$ cat src/rtl/bb_pkg.sv
package bb_pkg;

    typedef enum logic [1:0] {
        OP_ALLOC   = 2'b00,
        OP_RELEASE = 2'b01,
        OP_CTX     = 2'b10,
        OP_NONE    = 2'b11
    } bb_op_e;

    typedef struct packed {
        logic alloc;
        logic rel;
        logic ctx;
    } bb_upd_t;

    // Decide whether the walk steps into the right child.
    function automatic logic pick_right(input logic [31:0] used_l, input logic [31:0] free_l,
                                        input logic [31:0] used_r, input logic [31:0] free_r);
        logic take;
        if (free_r == 32'd0)      take = 1'b0;
        else if (free_l == 32'd0) take = 1'b1;
        else if (used_r != used_l) take = (used_r < used_l);
        else                      take = (free_r > free_l);
        return take;
    endfunction

endpackage

$ cat src/rtl/bb_count_tree.sv
module bb_count_tree
    import bb_pkg::*;
#(
    parameter int LEVELS = 3,
    parameter int CNT_W  = 4
) (
    input  logic                clk,
    input  logic                rst,
    input  bb_upd_t             upd,
    input  logic [LEVELS-1:0]   bin,
    output logic [CNT_W-1:0]    used_q [0:(2<<LEVELS)-1],
    output logic [CNT_W-1:0]    free_q [0:(2<<LEVELS)-1]
);
    localparam int NB    = 1 << LEVELS;
    localparam int NODES = 2 * NB;
    localparam int NW    = LEVELS + 1;
    localparam logic [CNT_W:0] CNT_MAX = (CNT_W+1)'((1 << CNT_W) - 1);

    logic [NW-1:0]    leaf_idx;
    logic [CNT_W-1:0] leaf_used, leaf_free;
    logic [CNT_W:0]   root_total;
    logic             do_alloc, do_rel, rel_dec;

    always_comb begin
        leaf_idx   = {1'b1, bin};
        leaf_used  = used_q[leaf_idx];
        leaf_free  = free_q[leaf_idx];
        root_total = {1'b0, used_q[1]} + {1'b0, free_q[1]};
        do_alloc   = upd.alloc && (leaf_free != '0);
        rel_dec    = upd.rel && (leaf_used != '0);
        do_rel     = upd.rel && ((leaf_used != '0) || (root_total < CNT_MAX));
    end

    assign used_q[0] = '0;
    assign free_q[0] = '0;

    for (genvar n = 1; n < NODES; n++) begin : g_node
        localparam int LV = $clog2(n + 1) - 1;
        logic on_path;
        assign on_path = ((leaf_idx >> (LEVELS - LV)) == NW'(n));

        always_ff @(posedge clk) begin
            if (rst) begin
                used_q[n] <= '0;
                free_q[n] <= '0;
            end else if (upd.ctx) begin
                used_q[n] <= '0;
            end else if (on_path && do_alloc) begin
                used_q[n] <= used_q[n] + 1'b1;
                free_q[n] <= free_q[n] - 1'b1;
            end else if (on_path && do_rel) begin
                used_q[n] <= used_q[n] - CNT_W'(rel_dec);
                free_q[n] <= free_q[n] + 1'b1;
            end
        end

        if (n < NB) begin : g_sum_chk
            assert_used_sum_R5: assert property (@(posedge clk) disable iff (rst)
                ({1'b0, used_q[2*n]} + {1'b0, used_q[2*n+1]}) == {1'b0, used_q[n]});
            assert_free_sum_R5: assert property (@(posedge clk) disable iff (rst)
                ({1'b0, free_q[2*n]} + {1'b0, free_q[2*n+1]}) == {1'b0, free_q[n]});
        end
    end

    assert_ctx_clears_R4: assert property (@(posedge clk) disable iff (rst)
        upd.ctx |=> (used_q[1] == '0) && $stable(free_q[1]));
    assert_alloc_moves_R2: assert property (@(posedge clk) disable iff (rst)
        do_alloc |=> (free_q[1] == $past(free_q[1]) - 1'b1) && (used_q[1] == $past(used_q[1]) + 1'b1));
    assert_alloc_empty_R2: assert property (@(posedge clk) disable iff (rst)
        (upd.alloc && !do_alloc) |=> $stable(used_q[1]) && $stable(free_q[1]));

endmodule

$ cat src/rtl/bb_descent.sv
module bb_descent
    import bb_pkg::*;
#(
    parameter int LEVELS  = 3,
    parameter int CNT_W   = 4,
    parameter int DEPTH_W = 3
) (
    input  logic                clk,
    input  logic                rst,
    input  logic                start,
    input  logic [DEPTH_W-1:0]  depth,
    input  logic [CNT_W-1:0]    used_q [0:(2<<LEVELS)-1],
    input  logic [CNT_W-1:0]    free_q [0:(2<<LEVELS)-1],
    output logic                busy,
    output logic                done,
    output logic                fail,
    output logic [LEVELS-1:0]   group
);
    localparam int NW = LEVELS + 1;
    localparam int LW = $clog2(LEVELS + 1);

    logic              busy_q, done_q, fail_q;
    logic [LEVELS-1:0] grp_q;
    logic [NW-1:0]     node_q;
    logic [LW-1:0]     lvl_q, tgt_q;
    logic [NW-1:0]     left_c, right_c;
    logic              go_right;
    logic [LW-1:0]     depth_eff;

    always_comb begin
        left_c    = {node_q[LEVELS-1:0], 1'b0};
        right_c   = {node_q[LEVELS-1:0], 1'b1};
        go_right  = pick_right(32'(used_q[left_c]), 32'(free_q[left_c]),
                               32'(used_q[right_c]), 32'(free_q[right_c]));
        depth_eff = (depth > DEPTH_W'(LEVELS)) ? LW'(LEVELS) : LW'(depth);
    end

    always_ff @(posedge clk) begin
        if (rst) begin
            busy_q <= 1'b0;
            done_q <= 1'b0;
            fail_q <= 1'b0;
            grp_q  <= '0;
            node_q <= '0;
            lvl_q  <= '0;
            tgt_q  <= '0;
        end else begin
            done_q <= 1'b0;
            if (!busy_q) begin
                if (start) begin
                    busy_q <= 1'b1;
                    node_q <= NW'(1);
                    lvl_q  <= '0;
                    tgt_q  <= depth_eff;
                end
            end else if (lvl_q == tgt_q) begin
                busy_q <= 1'b0;
                done_q <= 1'b1;
                fail_q <= (free_q[node_q] == '0);
                grp_q  <= LEVELS'(node_q ^ (NW'(1) << lvl_q));
            end else begin
                node_q <= {node_q[LEVELS-1:0], go_right};
                lvl_q  <= lvl_q + 1'b1;
            end
        end
    end

    assign busy  = busy_q;
    assign done  = done_q;
    assign fail  = fail_q;
    assign group = grp_q;

    assert_start_busy_R9: assert property (@(posedge clk) disable iff (rst)
        (start && !busy_q) |=> busy_q);
    assert_done_idle_R9: assert property (@(posedge clk) disable iff (rst)
        done_q |-> !busy_q);
    assert_done_pulse_R9: assert property (@(posedge clk) disable iff (rst)
        done_q |=> !done_q);
    assert_pick_nonempty_R7: assert property (@(posedge clk) disable iff (rst)
        (done_q && !fail_q) |-> (free_q[node_q] != '0));
    assert_fail_root_R7: assert property (@(posedge clk) disable iff (rst)
        (done_q && fail_q) |-> (free_q[1] == '0) && (grp_q == '0));

endmodule

$ cat src/rtl/bb_frame_selector.sv
module bb_frame_selector
    import bb_pkg::*;
#(
    parameter int LEVELS  = 3,
    parameter int CNT_W   = 4,
    parameter int DEPTH_W = $clog2(LEVELS + 2)
) (
    input  logic                clk,
    input  logic                rst,
    input  logic                cmd_valid,
    input  logic [1:0]          cmd_op,
    input  logic [LEVELS-1:0]   cmd_bin,
    input  logic                sel_req,
    input  logic [DEPTH_W-1:0]  sel_depth,
    output logic                busy,
    output logic                res_done,
    output logic                res_fail,
    output logic [LEVELS-1:0]   res_group
);
    localparam int NODES = 2 << LEVELS;

    bb_upd_t          upd;
    bb_op_e           op;
    logic             cmd_ok;
    logic [CNT_W-1:0] used_q [0:NODES-1];
    logic [CNT_W-1:0] free_q [0:NODES-1];

    always_comb begin
        op        = bb_op_e'(cmd_op);
        cmd_ok    = cmd_valid && !busy;
        upd.alloc = cmd_ok && (op == OP_ALLOC);
        upd.rel   = cmd_ok && (op == OP_RELEASE);
        upd.ctx   = cmd_ok && (op == OP_CTX);
    end

    bb_count_tree #(.LEVELS(LEVELS), .CNT_W(CNT_W)) u_tree (
        .clk    (clk),
        .rst    (rst),
        .upd    (upd),
        .bin    (cmd_bin),
        .used_q (used_q),
        .free_q (free_q)
    );

    bb_descent #(.LEVELS(LEVELS), .CNT_W(CNT_W), .DEPTH_W(DEPTH_W)) u_walk (
        .clk     (clk),
        .rst     (rst),
        .start   (sel_req),
        .depth   (sel_depth),
        .used_q  (used_q),
        .free_q  (free_q),
        .busy    (busy),
        .done    (res_done),
        .fail    (res_fail),
        .group   (res_group)
    );

    assert_busy_freeze_R10: assert property (@(posedge clk) disable iff (rst)
        busy |=> $stable(used_q[1]) && $stable(free_q[1]));

endmodule

$ cat config.mk
export PLATFORM = sky130hd
export DESIGN_NAME = bb_frame_selector
export DESIGN_NICKNAME = d
export VERILOG_FILES = /design/src/rtl/bb_pkg.sv /design/src/rtl/bb_count_tree.sv /design/src/rtl/bb_descent.sv /design/src/rtl/bb_frame_selector.sv
export SDC_FILE = /design/constraint.sdc
export NUM_CORES = 1
export LEC_CHECK = 0
export BUFFER_PORTS_ARGS = -buffer_cell sky130_fd_sc_hd__buf_2
export CAP_MARGIN = 25
export CELL_PAD_IN_SITES_DETAIL_PLACEMENT = 0
export CELL_PAD_IN_SITES_GLOBAL_PLACEMENT = 1
export CORE_MARGIN = 5
export CORE_UTILIZATION = 50
export CTS_BUF_LIST = sky130_fd_sc_hd__clkbuf_4 sky130_fd_sc_hd__clkbuf_8
export CTS_CLUSTER_SIZE = 10
export DETAILED_ROUTE_END_ITERATION = 8
export PLACE_DENSITY = 0.9
export SLEW_MARGIN = 25
export SYNTH_ARGS = -nofsm -noshare
export SYNTH_HDL_FRONTEND = slang
export SYNTH_SLANG_ARGS = --single-unit
$ cat constraint.sdc
create_clock -name clk -period 4.3 [get_ports clk]
set_clock_uncertainty 0.15 [all_clocks]
set_input_delay 0.215 -clock clk [delete_from_list [all_inputs] [get_ports clk]]
set_output_delay 0.215 -clock clk [all_outputs]
set_load 0.05 [all_outputs]
==> run_results.csv, run 1 <==
group,metric,value,unit
place,gp_congestion,0.881,
setup_path,reg2regPathDepth,12,
clock_tree,path_clk_slew,0.07,ns
logic_synthesis,syn_area,0.0101,mm^2
clock_tree,cts.path.max_buffers,2,
timing,slew_headroom,34.2,%
setup_path,rrSetupSlack,0.61,ns
power_and_ir_drop,vdd_ir_drop_max,0.185,mV
power_and_ir_drop,sw_frac_of_total,29.0,%
floorplan,dieWidth,152,um
setup_path,cp-end-kind,"register",
timing,fin_crit_sh,85.9,%
setup_path,crit_required,4.53,ns
logic_synthesis,ys_ff_latch,134,
cells_and_area,nets,1292,
logic_synthesis,ys.warnings.count,0,
drt,vias_per_cell,5.99,
logic_synthesis,synth-compound-area-share,19.2,%
logic_synthesis,syn_area_per_cell,8.66,um^2
logic_synthesis,netlist_instances,1163,
hold_path,hold_path.class,"primary input to register",
power_and_ir_drop,p_total,2.76,mW
power_and_ir_drop,power_frac_comb,14.2,%
logic_synthesis,synthAdderAreaFrac,17.3,%
floorplan,fp.dieArea,0.0231,mm^2
clock_tree,tritoncts,"yes",
logic_synthesis,syn_nets,1296,
global_route,grt_pass1_wl,44.2,mm
power_and_ir_drop,power_density,254,mW/mm^2
setup_path,cp_max_fo,25,
global_route,grt_usage,23.5,%
logic_synthesis,synth-simple-area-share,15.5,%
logic_synthesis,synth.yosys.seq_area_share,26.6,%
clock_tree,clk_latency,0.46,ns
timing,layout_min_cycle_time,3.69,ns
timing,tightest_slew,0.986,ns
timing,rsz0062_at_grt,"no",
drt,drt_pass1_iterations,5,
cells_and_area,layout-drive-gt1-share,11.7,%
logic_synthesis,synth_edf_count,0,
floorplan,start_util,50.3,%
timing,finalHoldViolCount,0,
power_and_ir_drop,switchingPower,0.803,mW
clock_tree,clock-sinks,134,
power_and_ir_drop,p_clk_share,39.0,%
logic_synthesis,async_flop_share,0,%
global_route,grt_pass1_vias,8291,
timing,final_max_slew_viol_count,0,
drt,drt_first_iter_violations,855,
global_route,grt_overflow_total,0,
power_and_ir_drop,p_int,1.96,mW
timing,fmax,0.271,GHz
setup_path,worstPathArrival,3.92,ns
floorplan,core_area,0.0200,mm^2
logic_synthesis,yosys_most_used_dff,"dfxtp_1",
logic_synthesis,yosys.area_share.xor_xnor,5.04,%
logic_synthesis,synth_mux_area_share,9.75,%
clock_tree,htreeDepth,4,
timing,setup_viol,0,
global_route,antenna_found_initial,0,
drt,vias,8634,
drt,ant_nets,0,
drt,wirelength,27.2,mm
logic_synthesis,synth_cell_type_count,60,
clock_tree,cts_made_buffers,17,
floorplan,die_h,152,um
setup_path,r2r-start,"u_tree.used_q[11]",
cells_and_area,areaGrowthSynthToFinish,8.05,%
drt,wire_per_inst,18.9,um
place,dp_hpwl,19.6,mm
drt,drc,0,
outcome,status,"completed",
power_and_ir_drop,pwr-share-seq,46.8,%
floorplan,num_rows,52,
setup_path,crit_end,"u_tree.used_q[27]",
timing,finalSetupTns,0,ns
cells_and_area,diodes,0,
floorplan,io_pins,18,
clock_tree,clockRootBuffer,"clkbuf_8",
global_route,grt_max_degree,82,
run,maxCapViolations,0,
setup_path,critPathLaunch,"u_tree.used_q[11]",
setup_path,rr_endpoint,"u_tree.used_q[27]",
hold_path,hold_path_depth,4,
logic_synthesis,synth_top_family_by_area,"compound AO/OA/AOI/OAI gates",
setup_path,critPathLaunchType,"register",
place,numPortBuffers,17,
power_and_ir_drop,cellLeakagePower,4.74,nW
setup_path,worstSetupPathType,"register to register",
[area by class of cell]
cell class	count	area, um^2
clock buffers	24	330
clock inverters	7	67.6
fillers	1900	9160
inverters	89	334
multi-input cells	869	6760
flip-flops and latches	134	2690
well taps	270	338
repair buffers	48	365
[routing by layer]
metal	track usage (%)	share of wire, %	wire [um]	vias up
met2	38.0	47	12800	334
met5	0	0	0	-
li1	-	-	-	4154
met4	7.92	2.5	668	0
met1	32.1	43	11800	4102
met3	3.75	6.9	1880	44
[cell families after synthesis]
group / Yosys count
buffers and inverters: 160
AOI/OAI and AO/OA: 299
xor gates and xnor gates: 58
and+or+nand+nor: 328
muxes: 63
adders and majority gates: 121
DFF: 134
[synth_stat cells (3+ instances only)]
| library cell | n | share of area (%) |
|---|---|---|
| dfxtp_1 | 134 | 27 |
| a21oi_1 | 111 | 5.5 |
| nand2_1 | 104 | 3.9 |
| ha_1 | 90 | 11 |
| inv_1 | 86 | 3.2 |
| nor2_1 | 84 | 3.1 |
| xnor2_1 | 52 | 4.5 |
| o21ai_0 | 50 | 2.5 |
| a21o_1 | 38 | 2.8 |
| nand3_1 | 37 | 1.8 |
| clkbuf_1 | 32 | 1.2 |
| fa_1 | 31 | 6.2 |
| mux4_2 | 27 | 6.0 |
| buf_2 | 26 | 1.3 |
| mux2i_1 | 25 | 2.5 |
| a211oi_1 | 24 | 1.8 |
| nor3_1 | 18 | 0.89 |
| nor4_1 | 16 | 0.99 |
| or4_1 | 16 | 1.2 |
| nand2b_1 | 15 | 0.93 |
| o31ai_1 | 15 | 1.1 |
| a311oi_1 | 14 | 1.2 |
| mux2_2 | 11 | 1.2 |
| buf_1 | 9 | 0.34 |
| nor2b_1 | 9 | 0.56 |
| or3_1 | 8 | 0.50 |
| and3_1 | 6 | 0.37 |
| nor4b_1 | 6 | 0.52 |
| xor2_1 | 6 | 0.52 |
| a31o_2 | 5 | 0.43 |
| o22ai_1 | 5 | 0.31 |
| o31a_1 | 5 | 0.43 |
| a221o_1 | 4 | 0.40 |
| inv_2 | 3 | 0.11 |
| o21a_1 | 3 | 0.22 |
| o41ai_1 | 3 | 0.26 |
[cells in the final DEF, fill, tap and decap left out, drive strengths merged, types with 4 or more instances in the layout]
cell type / count
a211oi: 24
a21o: 38
a21oi: 112
a221o: 4
a221oi: 4
a311oi: 14
a31o: 5
and3: 6
buf: 44
clkbuf: 24
dfxtp: 134
dlygate4sd3: 4
fa: 31
ha: 90
inv: 89
mux2: 11
mux2i: 25
mux4: 27
nand2: 104
nand2b: 15
nand3: 37
nor2: 84
nor2b: 9
nor3: 18
nor4: 16
nor4b: 6
o21ai: 51
o22ai: 5
o31a: 5
o31ai: 15
or3: 8
or4: 16
xnor2: 52
xor2: 6
[power groups by stage]
stage | Sequential (mW) | Combinational, mW | Clock [mW]
6_report | 1.29 | 0.392 | 1.08
5_1_grt | 1.30 | 0.428 | 1.15
4_1_cts | 1.29 | 0.389 | 1.10
3_5_place_dp | 1.32 | 0.386 | 0
3_3_place_gp | 1.32 | 0.379 | 0
2_1_floorplan | 1.32 | 0.274 | 0
[flip-flops by register name (all words and copies together), names as in the netlist]
signal	flops
u_walk.node_q	4
u_tree.free_q	60
u_walk.done	1
u_tree.used_q	60
u_walk.group	3
u_walk.fail	1
u_walk.busy	1
u_walk.lvl_q	2
u_walk.tgt_q	2
[critical path, cell delays in order, from the launching register on]
cell     delay [ns]
dfxtp_1        0.34
nor4_1         0.49
nor2_1         0.12
or4_1          0.54
nand2_1        0.26
buf_12         0.23
inv_1          0.08
ha_1           0.29
a21o_1         0.18
a21o_1         0.18
and3_1         0.18
or4_1          0.41
a21oi_1        0.16
[stage by stage]
| stage | std cells | instance area (um^2) | hold slack, ns | utilization (%) | setup slack, ns |
|---|---|---|---|---|---|
| floorplan | 1163 | 10100 | 0.239 | - | 0.697 |
| global placement | 1406 | 10400 | 0.289 | 52.1 | 0.740 |
| detailed placement | 1406 | 10400 | 0.294 | 52.1 | 0.669 |
| CTS | 1441 | 10900 | 0.0484 | 54.3 | 0.652 |
| global route | 1441 | 10900 | 0.0628 | 54.3 | 0.408 |
| finish | 1441 | 10900 | 0.0600 | 54.3 | 0.605 |
[worst min-delay path by stage]
stage	start	end
after floorplan	sel_depth[0]	u_walk.tgt_q[0]
after global placement	u_walk.fail	u_walk.fail
after detailed placement	u_walk.fail	u_walk.fail
after CTS	sel_req	u_walk.node_q[1]
after global routing	sel_req	u_walk.tgt_q[1]
final	sel_req	u_walk.node_q[1]
[what timing repair did]
item,in CTS,in global routing
gates resized for setup,0,0
hold buffers,4,0
setup buffers,0,0
hold endpoints to repair,2,0
(Power assumes the default switching activity.)
==> run 2, diff against run 1 <==
- CORE_UTILIZATION: 50 -> 51
- PLACE_DENSITY: 0.9 -> 0.91
==> run 2 against run 1 <==
Worst hold slack lost 0.0015 ns. First-iteration DRC count fell by 20%. Final area increased by 0.44%. Clock-buffer cell count is 7 lower. Core utilization grew 1.9 points. Cell count shrank 0.14%. Register-to-register slack got worse by 0.33 ns. Via count rose by 2.4%. Largest cell class unchanged. Highest routed layer unchanged.
==> run_results.csv, run 2 (synthesized netlist as in run 1, its figures left out) <==
group,metric,value,unit
setup_path,crit_slowest_cell,"nor4_1",
drt,vias,8841,
setup_path,reg2regPathDepth,12,
cells_and_area,layout_common_cells,"dfxtp_1 (132), a21oi_1 (111), nand2_1 (104), ha_1 (90), inv_1 (86)",
setup_path,cp_max_fo,11,
clock_tree,cts_resized,0,
timing,finalHoldViolCount,0,
floorplan,dieWidth,151,um
drt,drc,0,
setup_path,worstPathCellList,"nor4_1, mux4_2, or3_1, inv_2, nand2_1, nand2_1, ha_1, a21o_1, a21o_1, and3_1, or4_1, a21oi_1",
global_route,busiest_layer,"met2",
drt,wire_per_inst,19.6,um
floorplan,num_rows,51,
timing,final_max_slew_viol_count,0,
cells_and_area,stdcell_count,1439,
floorplan,fp.dieArea,0.0227,mm^2
place,gp_congestion,0.954,
global_route,use_met2,43.6,%
drt,ant_nets,0,
global_route,grt_pass1_vias,8707,
floorplan,die_h,151,um
setup_path,worstSetupPathType,"register to register",
clock_tree,clk_latency,0.46,ns
timing,fin_crit_sh,93.6,%
cells_and_area,areaGrowthSynthToFinish,8.52,%
clock_tree,clockRootBuffer,"clkbuf_8",
clock_tree,htreeDepth,4,
clock_tree,cts_made_buffers,17,
timing,setup_viol,0,
drt,vias_per_cell,6.14,
timing,tightest_slew,1.01,ns
cells_and_area,fill_cells,1790,
setup_path,crit_path_max_incr_delay,0.54,ns
power_and_ir_drop,cellLeakagePower,4.77,nW
cells_and_area,top_regs,"u_tree.free_q x60, u_tree.used_q x60, u_walk.node_q x4",
drt,drt_first_iter_violations,684,
power_and_ir_drop,vdd_ir_drop_max,0.232,mV
global_route,gr-usage-met3,4.06,%
place,dp_hpwl,20.5,mm
hold_path,hold_path_depth,4,
setup_path,rrSetupSlack,0.27,ns
global_route,use_met1,35.3,%
drt,wirelength,28.2,mm
place,numPortBuffers,17,
timing,finalSetupTns,0,ns
floorplan,start_util,51.8,%
timing,fmax,0.248,GHz
global_route,grt_max_degree,48,
timing,layout_min_cycle_time,4.03,ns
hold_path,holdPathEnd,"u_walk.tgt_q[1]",
outcome,status,"completed",
drt,drt_pass1_iterations,8,
clock_tree,clock-sinks,134,
global_route,grt_pass1_wl,46.4,mm
setup_path,rr_endpoint,"u_tree.used_q[31]",
setup_path,r2r-start,"u_tree.free_q[28]",
hold_path,hp-start,"sel_req",
setup_path,cp-end-kind,"register",
run,maxCapViolations,0,
timing,slew_headroom,32.0,%
place,place_inst,1403,
setup_path,critPathLaunch,"u_tree.free_q[28]",
cells_and_area,final_common_cell,"dfxtp_1",
timing,rsz0062_at_grt,"no",
cells_and_area,nets,1294,
floorplan,io_pins,18,
setup_path,critPathLaunchType,"register",
global_route,antenna_found_initial,0,
clock_tree,path_clk_slew,0.08,ns
cells_and_area,layout-drive-gt1-share,11.9,%
floorplan,core_area,0.0195,mm^2
clock_tree,tritoncts,"yes",
cells_and_area,diodes,0,
hold_path,hold_path.class,"primary input to register",
power_and_ir_drop,power_density,271,mW/mm^2
clock_tree,cts.path.max_buffers,2,
setup_path,crit_required,4.53,ns
timing,holdWs,0.0585,ns
setup_path,worstPathArrival,4.26,ns
global_route,grt_overflow_total,0,
global_route,grt_usage,26.2,%
[run 2: worst max-delay path by stage]
| stage | end | slack [ns] | cells past startpoint |
|---|---|---|---|
| 2_1_floorplan | u_tree.used_q[23] | 0.70 | 14 |
| 3_3_place_gp | u_tree.free_q[31] | 0.47 | 13 |
| 3_5_place_dp | u_tree.used_q[47] | 0.45 | 12 |
| 4_1_cts | u_tree.used_q[47] | 0.42 | 12 |
| 5_1_grt | u_tree.used_q[31] | 0.16 | 12 |
| 6_report | u_tree.used_q[31] | 0.27 | 12 |
[run 2: routing by layer]
layer | routed length (um) | share of wire, %
met5 | 0 | 0
met4 | 635 | 2.3
met3 | 2080 | 7.4
met2 | 13600 | 48
met1 | 11900 | 42
[run 2: area by class of cell]
cell class	instances	area (um^2)	area share (%)
Multi-Input combinational cell	869	6780	62.0
Sequential cell	134	2690	24.6
Timing Repair Buffer	50	343	3.14
Inverter	89	334	3.06
Tap cell	265	332	3.03
Clock buffer	17	234	2.14
Clock inverter	15	229	2.09
[run 2: power by group]
group / switching (mW) / leakage (nW) / total [mW] / internal [mW]
combinational: 0.252 / 3.46 / 0.390 / 0.139
sequential: 0.0420 / 1.08 / 1.30 / 1.26
clock: 0.568 / 0.224 / 1.26 / 0.695
[run 2: through the flow]
stage / instance area, um^2 / utilization (%) / setup slack, ns / power [mW]
after global placement: 10400 / 53.5 / 0.472 / 1.71
after detailed placement: 10400 / 53.5 / 0.445 / 1.72
after CTS: 10900 / 56.1 / 0.423 / 2.97
after global routing: 10900 / 56.2 / 0.160 / 3.07
after floorplan: 10100 / - / 0.697 / 1.59
final: 10900 / 56.2 / 0.274 / 2.96
[run 2: critical path: cells and delay by family (launching register included)]
family,cells,cell delay [ns]
AO/OA/AOI/OAI,3,0.50
adder cells (fa/ha/maj),1,0.21
buffers and inverters,1,0.32
flip-flops,1,0.37
multiplexers,1,0.39
AND/OR/NAND/NOR,6,1.99
[run 2: what timing repair did]
action                     in CTS  in global routing
hold buffers                    4                  0
hold endpoints to repair        2                  0
setup buffers                   0                  0
setup endpoints to repair       0                  0
==> run 3, diff against run 2 <==
- PLACE_DENSITY: 0.91 -> default
- PLACE_DENSITY_LB_ADDON: default -> 0.1
==> run 3 against run 2 <==
Via count fell by 3.3%. Core utilization shrank 0.077 points. Wire length rose by 1.2%.
==> run_results.csv, run 3 (synthesized netlist as in run 1, its figures left out) <==
group,metric,value,unit
place,dp_hpwl,20.6,mm
drt,wirelength,28.6,mm
clock_tree,htreeDepth,4,
clock_tree,cts_made_buffers,17,
setup_path,worstSetupPathType,"register to register",
timing,slew_headroom,28.7,%
place,place_ws,0.741,ns
timing,finalSetupTns,0,ns
global_route,grt_pass1_wl,45.9,mm
global_route,grt_overflow_total,0,
timing,finalHoldViolCount,0,
setup_path,cp-end-kind,"register",
floorplan,dieWidth,151,um
power_and_ir_drop,p_total,2.91,mW
setup_path,critPathLaunchType,"register",
setup_path,worstPathCellList,"buf_4, mux2_2, a221oi_1, nor2_1, ha_1, and4_1, o31ai_1, o21ai_0, a211oi_1",
global_route,grt_pass1_vias,8295,
clock_tree,cts_resized,0,
place,numPortBuffers,17,
floorplan,num_rows,51,
floorplan,die_h,151,um
drt,wire_per_inst,19.9,um
cells_and_area,fill_cells,1864,
cells_and_area,regArea,0.00269,mm^2
drt,drt_pass1_iterations,5,
cells_and_area,diodes,0,
place,gp_congestion,0.896,
cells_and_area,nets,1293,
cells_and_area,multi_input_area,0.00679,mm^2
drt,vias_per_cell,5.94,
timing,layout_min_cycle_time,3.61,ns
timing,tightest_slew,1.07,ns
cells_and_area,top_regs,"u_tree.free_q x60, u_tree.used_q x60, u_walk.node_q x4",
timing,setup_viol,0,
floorplan,io_pins,18,
floorplan,start_util,51.8,%
timing,fmax,0.277,GHz
power_and_ir_drop,vdd_ir_drop_max,0.192,mV
place,postPlaceCellArea,0.0104,mm^2
clock_tree,clk_latency,0.47,ns
drt,vias,8547,
clock_tree,path_clk_slew,0.08,ns
setup_path,crit_path_max_incr_delay,0.94,ns
cells_and_area,layout-drive-gt1-share,11.8,%
cells_and_area,stdcell_count,1438,
setup_path,crit_required,4.53,ns
run,maxCapViolations,0,
power_and_ir_drop,cellLeakagePower,4.77,nW
clock_tree,clock-sinks,134,
timing,holdWs,0.0414,ns
setup_path,path_buf_inv,1,
cells_and_area,areaGrowthSynthToFinish,8.37,%
cells_and_area,layout_common_cells,"dfxtp_1 (132), a21oi_1 (111), nand2_1 (104), ha_1 (90), inv_1 (86)",
cells_and_area,utilization,56.1,%
timing,rsz0062_at_grt,"no",
drt,drt_first_iter_violations,729,
setup_path,cp_top_family,"compound AO/OA/AOI/OAI gates",
outcome,status,"completed",
setup_path,cp_max_fo,30,
cells_and_area,fin_area,0.0109,mm^2
clock_tree,cts.path.max_buffers,2,
timing,fin_crit_sh,84.0,%
place,place_inst,1402,
drt,ant_nets,0,
global_route,antenna_found_initial,0,
floorplan,fp.dieArea,0.0227,mm^2
global_route,grt_max_degree,82,
setup_path,crit_slowest_cell,"dfxtp_2",
global_route,grt_usage,26.2,%
setup_path,worstPathArrival,3.84,ns
hold_path,hold_path.class,"primary input to register",
drt,drc,0,
floorplan,core_area,0.0195,mm^2
cells_and_area,final_common_cell,"dfxtp_1",
clock_tree,tritoncts,"yes",
timing,fin_ws,0.688,ns
power_and_ir_drop,power_density,267,mW/mm^2
clock_tree,clockRootBuffer,"clkbuf_8",
timing,final_max_slew_viol_count,0,
-- run 3: area by class of cell --
type | instances | area share, %
Multi-Input combinational cell | 869 | 62.2
Sequential cell | 134 | 24.6
Timing Repair Buffer | 49 | 3.07
Inverter | 89 | 3.06
Tap cell | 265 | 3.04
Clock buffer | 20 | 2.46
Clock inverter | 12 | 1.60
-- run 3: worst reg2reg max path, stage by stage, from the launching register on --
cell and delay, ns:
dfxtp_2 0.94, buf_4 0.39, mux2_2 0.37, a221oi_1 0.40, nor2_1 0.11, ha_1 0.28, and4_1 0.19, o31ai_1 0.27
o21ai_0 0.17, a211oi_1 0.26
-- run 3: routing by layer --
| metal | vias to the layer above | wire length [um] | track usage (%) |
|---|---|---|---|
| met5 | - | 0 | 0 |
| met4 | 0 | 671 | 7.55 |
| met3 | 48 | 1680 | 4.52 |
| met2 | 239 | 13000 | 41.5 |
| met1 | 4093 | 13200 | 36.8 |
| li1 | 4167 | - | - |
-- run 3: timing repair --
action | in CTS | in global routing
hold endpoints to repair | 2 | 0
hold buffers | 4 | 0
endpoints found under the setup margin | 0 | 0
buffers inserted | 0 | 0
-- run 3: path summary, 6_finish.rpt --
check | from | slack (ns) | depth (start not counted) | end
worst max-delay path | u_walk.node_q[1] | 0.69 | 9 | u_walk.node_q[0]
worst min-delay path | sel_req | 0.04 | 4 | u_walk.tgt_q[1]
worst max register to register | u_walk.node_q[1] | 0.69 | 9 | u_walk.node_q[0]
worst min register to register | u_walk.fail | 0.30 | 2 | u_walk.fail
-- run 3: report_power, final --
group / internal, mW / total, mW / switching [mW]
Combinational: 0.138 / 0.381 / 0.244
Clock: 0.670 / 1.22 / 0.550
Sequential: 1.26 / 1.31 / 0.0475
Total: 2.07 / 2.91 / 0.841
